<file path="src/rtl/icd_pkg.sv">
package icd_pkg;
  localparam int NUM_CLASSES = 19;
  localparam int WORD_W      = 32;
  localparam int COND_MSB    = 31;

  localparam int CLS_SWTRAP  = 18;

  localparam logic [31:0] IRQ_VECTOR  = 32'h0000_0018;
  localparam logic [4:0]  IRQ_MODE    = 5'h12;
  localparam logic [31:0] SWT_VECTOR  = 32'h0000_0008;
  localparam logic [4:0]  SWT_MODE    = 5'h13;

  typedef struct packed {
    logic n;
    logic z;
    logic c;
    logic v;
  } flags_t;

  // Care bits for each class, listed in priority order.
  function automatic logic [31:0] class_mask(input int idx);
    case (idx)
      0:  class_mask = 32'h0FF0_00F0;
      1:  class_mask = 32'h0FC0_00F0;
      2:  class_mask = 32'h0F80_00F0;
      3:  class_mask = 32'h0FB0_00F0;
      4:  class_mask = 32'h0FB0_00F0;
      5:  class_mask = 32'h0FB0_00F0;
      6:  class_mask = 32'h0FB0_0000;
      7:  class_mask = 32'h0E50_00D0;
      8:  class_mask = 32'h0E50_00D0;
      9:  class_mask = 32'h0E40_00F0;
      10: class_mask = 32'h0E40_00F0;
      11: class_mask = 32'h0E00_0010;
      12: class_mask = 32'h0E00_0090;
      13: class_mask = 32'h0E00_0000;
      14: class_mask = 32'h0E00_0000;
      15: class_mask = 32'h0E00_0010;
      16: class_mask = 32'h0E00_0000;
      17: class_mask = 32'h0E00_0000;
      18: class_mask = 32'h0F00_0000;
      default: class_mask = 32'h0;
    endcase
  endfunction

  // Required value of the care bits for each class.
  function automatic logic [31:0] class_value(input int idx);
    case (idx)
      0:  class_value = 32'h0120_0010;
      1:  class_value = 32'h0000_0090;
      2:  class_value = 32'h0080_0090;
      3:  class_value = 32'h0100_0000;
      4:  class_value = 32'h0100_0090;
      5:  class_value = 32'h0120_0000;
      6:  class_value = 32'h0320_0000;
      7:  class_value = 32'h0010_00D0;
      8:  class_value = 32'h0050_00D0;
      9:  class_value = 32'h0000_00B0;
      10: class_value = 32'h0040_00B0;
      11: class_value = 32'h0000_0000;
      12: class_value = 32'h0000_0010;
      13: class_value = 32'h0200_0000;
      14: class_value = 32'h0400_0000;
      15: class_value = 32'h0600_0000;
      16: class_value = 32'h0800_0000;
      17: class_value = 32'h0A00_0000;
      18: class_value = 32'h0F00_0000;
      default: class_value = 32'hFFFF_FFFF;
    endcase
  endfunction
endpackage

</file>
<file path="src/rtl/icd_pattern_bank.sv">
module icd_pattern_bank
  import icd_pkg::*;
#(
  parameter int N_PAT = NUM_CLASSES,
  parameter int W     = WORD_W
) (
  input  logic [W-1:0]     word,
  output logic [N_PAT-1:0] hits
);
  for (genvar g = 0; g < N_PAT; g++) begin : g_pat
    localparam logic [W-1:0] MASK = W'(class_mask(g));
    localparam logic [W-1:0] VAL  = W'(class_value(g));
    assign hits[g] = ((word & MASK) == (VAL & MASK));
  end
endmodule

</file>
<file path="src/rtl/icd_first_hit.sv">
module icd_first_hit #(
  parameter int N = 19
) (
  input  logic [N-1:0] req,
  output logic [N-1:0] grant,
  output logic         any
);
  logic [N:0] blocked;
  assign blocked[0] = 1'b0;
  for (genvar g = 0; g < N; g++) begin : g_pick
    assign grant[g]     = req[g] & ~blocked[g];
    assign blocked[g+1] = blocked[g] | req[g];
  end
  assign any = blocked[N];
endmodule

</file>
<file path="src/rtl/icd_cond_eval.sv">
module icd_cond_eval
  import icd_pkg::*;
(
  input  logic [3:0] code,
  input  flags_t     flags,
  output logic       pass
);
  logic base;
  logic n_eq_v;
  assign n_eq_v = (flags.n == flags.v);

  // Even/odd pairs share a base test; the low bit inverts it, except code 15.
  always_comb begin
    case (code[3:1])
      3'd0: base = flags.z;
      3'd1: base = flags.c;
      3'd2: base = flags.n;
      3'd3: base = flags.v;
      3'd4: base = flags.c & ~flags.z;
      3'd5: base = n_eq_v;
      3'd6: base = ~flags.z & n_eq_v;
      default: base = 1'b1;
    endcase
    if (code == 4'd15)      pass = 1'b0;
    else if (code == 4'd14) pass = 1'b1;
    else                    pass = base ^ code[0];
  end
endmodule

</file>
<file path="src/rtl/insn_class_decoder.sv">
module insn_class_decoder
  import icd_pkg::*;
#(
  parameter int N_CLS = NUM_CLASSES,
  parameter int W     = WORD_W
) (
  input  logic             clk,
  input  logic             rst_n,
  input  logic             in_valid,
  output logic             in_ready,
  input  logic [W-1:0]     in_word,
  input  logic [3:0]       in_flags,
  input  logic             irq_line,
  input  logic             irq_mask,
  output logic             out_valid,
  input  logic             out_ready,
  output logic [N_CLS-1:0] out_class,
  output logic             out_cond_pass,
  output logic             out_undef,
  output logic             out_take_irq,
  output logic             out_trap,
  output logic [31:0]      out_trap_addr,
  output logic [4:0]       out_trap_mode
);
  localparam int COND_LSB = W - 4;

  logic [N_CLS-1:0] hits;
  logic [N_CLS-1:0] first;
  logic             any_hit;
  logic             cond_ok;
  logic             irq_now;
  logic             runs;

  logic [N_CLS-1:0] nx_class;
  logic             nx_pass;
  logic             nx_undef;
  logic             nx_trap;
  logic [31:0]      nx_addr;
  logic [4:0]       nx_mode;
  logic             accept;

  icd_pattern_bank #(.N_PAT(N_CLS), .W(W)) u_bank (
    .word (in_word),
    .hits (hits)
  );

  icd_first_hit #(.N(N_CLS)) u_pick (
    .req   (hits),
    .grant (first),
    .any   (any_hit)
  );

  icd_cond_eval u_cond (
    .code  (in_word[W-1:COND_LSB]),
    .flags (flags_t'(in_flags)),
    .pass  (cond_ok)
  );

  assign irq_now = irq_line & ~irq_mask;
  assign runs    = cond_ok & ~irq_now;

  always_comb begin
    nx_class = runs ? first : '0;
    nx_pass  = runs;
    nx_undef = runs & ~any_hit;
    nx_trap  = 1'b0;
    nx_addr  = 32'h0;
    nx_mode  = 5'h0;
    if (irq_now) begin
      nx_trap = 1'b1;
      nx_addr = IRQ_VECTOR;
      nx_mode = IRQ_MODE;
    end else if (runs && first[CLS_SWTRAP]) begin
      nx_trap = 1'b1;
      nx_addr = SWT_VECTOR;
      nx_mode = SWT_MODE;
    end
  end

  assign in_ready = ~out_valid | out_ready;
  assign accept   = in_valid & in_ready;

  always_ff @(posedge clk or negedge rst_n) begin
    if (!rst_n) begin
      out_valid <= 1'b0;
    end else if (in_ready) begin
      out_valid <= in_valid;
    end
  end

  always_ff @(posedge clk or negedge rst_n) begin
    if (!rst_n) begin
      out_class     <= '0;
      out_cond_pass <= 1'b0;
      out_undef     <= 1'b0;
      out_take_irq  <= 1'b0;
      out_trap      <= 1'b0;
      out_trap_addr <= 32'h0;
      out_trap_mode <= 5'h0;
    end else if (accept) begin
      out_class     <= nx_class;
      out_cond_pass <= nx_pass;
      out_undef     <= nx_undef;
      out_take_irq  <= irq_now;
      out_trap      <= nx_trap;
      out_trap_addr <= nx_addr;
      out_trap_mode <= nx_mode;
    end
  end
endmodule

</file>
<file path="config.mk">
export PLATFORM = sky130hd
export DESIGN_NAME = insn_class_decoder
export DESIGN_NICKNAME = d
export VERILOG_FILES = /design/src/rtl/icd_pkg.sv /design/src/rtl/icd_pattern_bank.sv /design/src/rtl/icd_first_hit.sv /design/src/rtl/icd_cond_eval.sv /design/src/rtl/insn_class_decoder.sv
export SDC_FILE = /design/constraint.sdc
export NUM_CORES = 1
export LEC_CHECK = 0
export ABC_CLOCK_PERIOD_IN_PS = 1200
export CAP_MARGIN = 20
export CORE_ASPECT_RATIO = 1.4
export CORE_MARGIN = 10
export CORE_UTILIZATION = 40
export CTS_CLUSTER_SIZE = 16
export DETAILED_ROUTE_END_ITERATION = 8
export PLACE_DENSITY_LB_ADDON = 0.12
export SETUP_SLACK_MARGIN = 0.1
export SYNTH_ARGS = -nofsm -noshare
export SYNTH_HDL_FRONTEND = slang
export SYNTH_HIERARCHICAL = 1
export SYNTH_SLANG_ARGS = --single-unit
</file>
<file path="constraint.sdc">
create_clock -name clk -period 1.2 [get_ports clk]
set_input_delay 0.12 -clock clk [delete_from_list [all_inputs] [get_ports clk]]
set_output_delay 0.12 -clock clk [all_outputs]
set_load 0.005 [all_outputs]
</file>
==> flow_metrics.py <==
metrics = {
    "critical_path": {
        "path_class": "primary input to flip-flop",
        "crit_required_ns": 1.34,
        "cp-start-kind": "primary input",
        "end_kind": "flip-flop",
        "reg2reg_slack_ns": 0.06,
        "worstPathArrival_ns": 1.92,
        "crit_fanout": 3,
    },
    "global_route": {
        "grt.busiest_layer": "met2",
        "use_met2_pct": 27.0,
        "grt_pass1_wl_microns": 9680,
        "met3_usage_pct": 2.79,
        "grt_start_max_net_pins": 26,
        "gr-total-overflow": 0,
        "grt_pass1_vias": 2149,
        "antenna_found_initial": 0,
        "grt_use_met1_pct": 14.5,
        "grt.total_usage_pct": 14.1,
    },
    "synth": {
        "synth.avg_cell_area_sq_um": 8.74,
        "syn_area_sq_um": 1960,
        "yosys-top-cells-area": "dfrtp_1 32%, buf_4 15%, o21ai_0 9.2%, nand3_1 4.6%, buf_6 2.9%",
        "synth_most_common_cell": "buf_4",
        "synthCells": 224,
        "synth_ff_type": "dfrtp_1",
        "synth_top_area_share_pct": 31.9,
        "synth-edff-count": 0,
        "synthDistinctLibCells": 47,
        "synth_seq_cells": 25,
        "synth_top_cell_by_area": "dfrtp_1",
        "seq_area_frac_synth_pct": 31.9,
        "async_flop_share_pct": 100,
        "ys_warn_count": 6,
        "synthTopCellsByCount": "38 x buf_4, 36 x o21ai_0, 25 x dfrtp_1",
    },
    "sta": {
        "fin_crit_sh_pct": 149,
        "final-setup-viol-count": 23,
        "finalHoldViolations": 0,
        "whs_ns": 0.210,
        "setup_ws_ns": -0.583,
        "skew_ns": 0.00144,
        "slew_viol_final": 0,
        "rsz0062_at_grt": "true",
        "fin_crit_ns": 1.78,
        "max_freq_ghz": 0.561,
    },
    "power_and_ir_drop": {
        "ir_worst_vdd_v": 0.000404,
        "p_leak_nw": 1.65,
        "power_density_nw_per_um2": 661,
    },
    "clocking": {
        "cts_buffers": 3,
        "tritoncts": "done",
        "cts_buffer_depth": 2,
        "ctsHoldBuffers": 0,
        "root_buffer": "clkbuf_8",
        "cts.sinks": 25,
        "insertion_delay_ns": 0.26,
        "clk_pin_slew_worst_paths_ns": 0.08,
        "htree_num_levels": 1,
    },
    "min_path": {
        "worst_hold_path_type": "primary input to async pin",
    },
    "die": {
        "num_io_pins": 104,
        "chipWidth_microns": 79.1,
        "num_rows": 30,
        "die_area_sq_um": 8130,
        "die_y_microns": 103,
        "start_util_pct": 40.8,
        "core_sq_um": 4800,
    },
    "drt": {
        "vias_per_cell": 4.94,
        "avgRoutedWirePerCell_microns": 14.9,
        "final_antenna_net_count": 0,
        "routed_wl_microns": 6070,
        "first_pass_iters": 4,
        "drc": 0,
        "drt_iter0_drc": 91,
        "vias": 2005,
    },
    "outcome": {
        "status": "complete, but fails checks",
        "violations": "negative setup slack",
    },
    "place": {
        "dpl-instance-area_sq_um": 2820,
        "gp_congestion": 0.833,
        "io_buffers": 55,
        "dp_hpwl_microns": 4580,
    },
    "layout": {
        "area_delta_synth_final_pct": 71.2,
        "nFillCells": 434,
        "final_nets": 385,
        "diodes": 0,
        "final_area_sq_um": 3350,
        "drive_gt1_share_pct": 45.9,
        "fin_util_pct": 69.8,
    },
    "run": {
        "maxCapViolCount": 0,
    },
}
[cell type report]
type / count / area (sq um) / share of cell area [%]
flip-flops and latches: 25 / 626 / 18.7
repair buffers: 132 / 1180 / 35.2
well taps: 64 / 80.1 / 2.39
clock buffers: 4 / 45.0 / 1.34
inverters: 5 / 21.3 / 0.634
multi-input cells: 176 / 1400 / 41.8
[critical path, stage by stage]
cell	delay, ns
buf_8	0.10
or4_4	0.56
buf_6	0.15
nor4b_4	0.22
or4_4	0.19
nor4_4	0.04
and4_1	0.22
nand2_2	0.09
buf_4	0.12
a41oi_2	0.11
[stage by stage]
stage / instances / setup TNS (ns) / setup slack (ns) / power (mW)
floorplan: 255 / -12.78 / -0.829 / 1.27
global placement: 376 / -27.27 / -1.34 / 1.55
detailed placement: 376 / -27.21 / -1.38 / 1.56
CTS: 400 / -10.18 / -0.602 / 2.18
global route: 406 / -11.85 / -0.657 / 2.34
finish: 406 / -10.06 / -0.583 / 2.22
[routing by layer]
metal / routed length [microns] / part of all wire, % / up-vias
li1: - / - / 984
met1: 2260 / 37 / 943
met2: 3370 / 56 / 72
met3: 358 / 5.9 / 6
met4: 79 / 1.3 / 0
met5: 0 / 0 / -
[power by group]
part / leakage (nW) / internal, mW / switching, mW
clock network: 0.0228 / 0.237 / 0.251
logic: 1.29 / 0.452 / 0.389
registers: 0.340 / 0.872 / 0.0143
total: 1.65 / 1.56 / 0.655
[flip-flops by register name, summed over array words and instances (netlist names)]
signal	flops
out_class	19
out_trap_mode	2
out_cond_pass	1
out_trap_addr	1
out_undef	1
out_valid	1
[placed cells by master, fill, tap and decap left out, drive strengths merged, types with 2 or more instances in the layout]
cell type,n
conb,32
nor3,8
buf,94
and4,3
nand3,18
nor2b,4
a21oi,2
nor4,5
clkdlybuf4s15,3
nor4b,5
and4b,3
and3b,3
and3,3
nand2b,2
dfrtp,25
clkbuf,4
clkdlybuf4s50,6
inv,5
nor2,7
nor3b,7
or3,3
and2,3
nand2,6
a21o,2
dlygate4sd2,29
or4,4
nor4bb,3
o21ai,42
[cell families (layout without fill, tap and decap cells)]
family | Yosys count | in the layout | share of synthesized area [%]
multiplexers | 1 | 1 | 0.575
buffers and inverters | 54 | 141 | 20.1
XOR/XNOR | 2 | 2 | 0.895
flip-flops | 25 | 25 | 31.9
AND/OR/NAND/NOR | 91 | 91 | 32.6
other | 1 | 32 | 0.192
AO/OA/AOI/OAI | 50 | 50 | 13.7
[final timing paths]
check                         startpoint               end  cells past startpoint
min in group clk              in_word[6]      out_class[0]                      6
min                                rst_n      out_class[8]                      2
max in group asynchronous          rst_n     out_class[15]                      2
max                          in_word[25]  out_trap_mode[1]                     10
max reg2reg                    out_valid     out_class[18]                      4
min reg2reg                out_class[18]     out_class[18]                      1
[timing repair]
action                                 CTS  global route
gates cloned                             1             0
pin swaps                               36            14
buffers inserted                        19             6
gates resized for setup                159            29
setup endpoints to repair               53            25
endpoints found under the hold margin    0             0
Note: power is estimated with default switching activity, not from simulation.
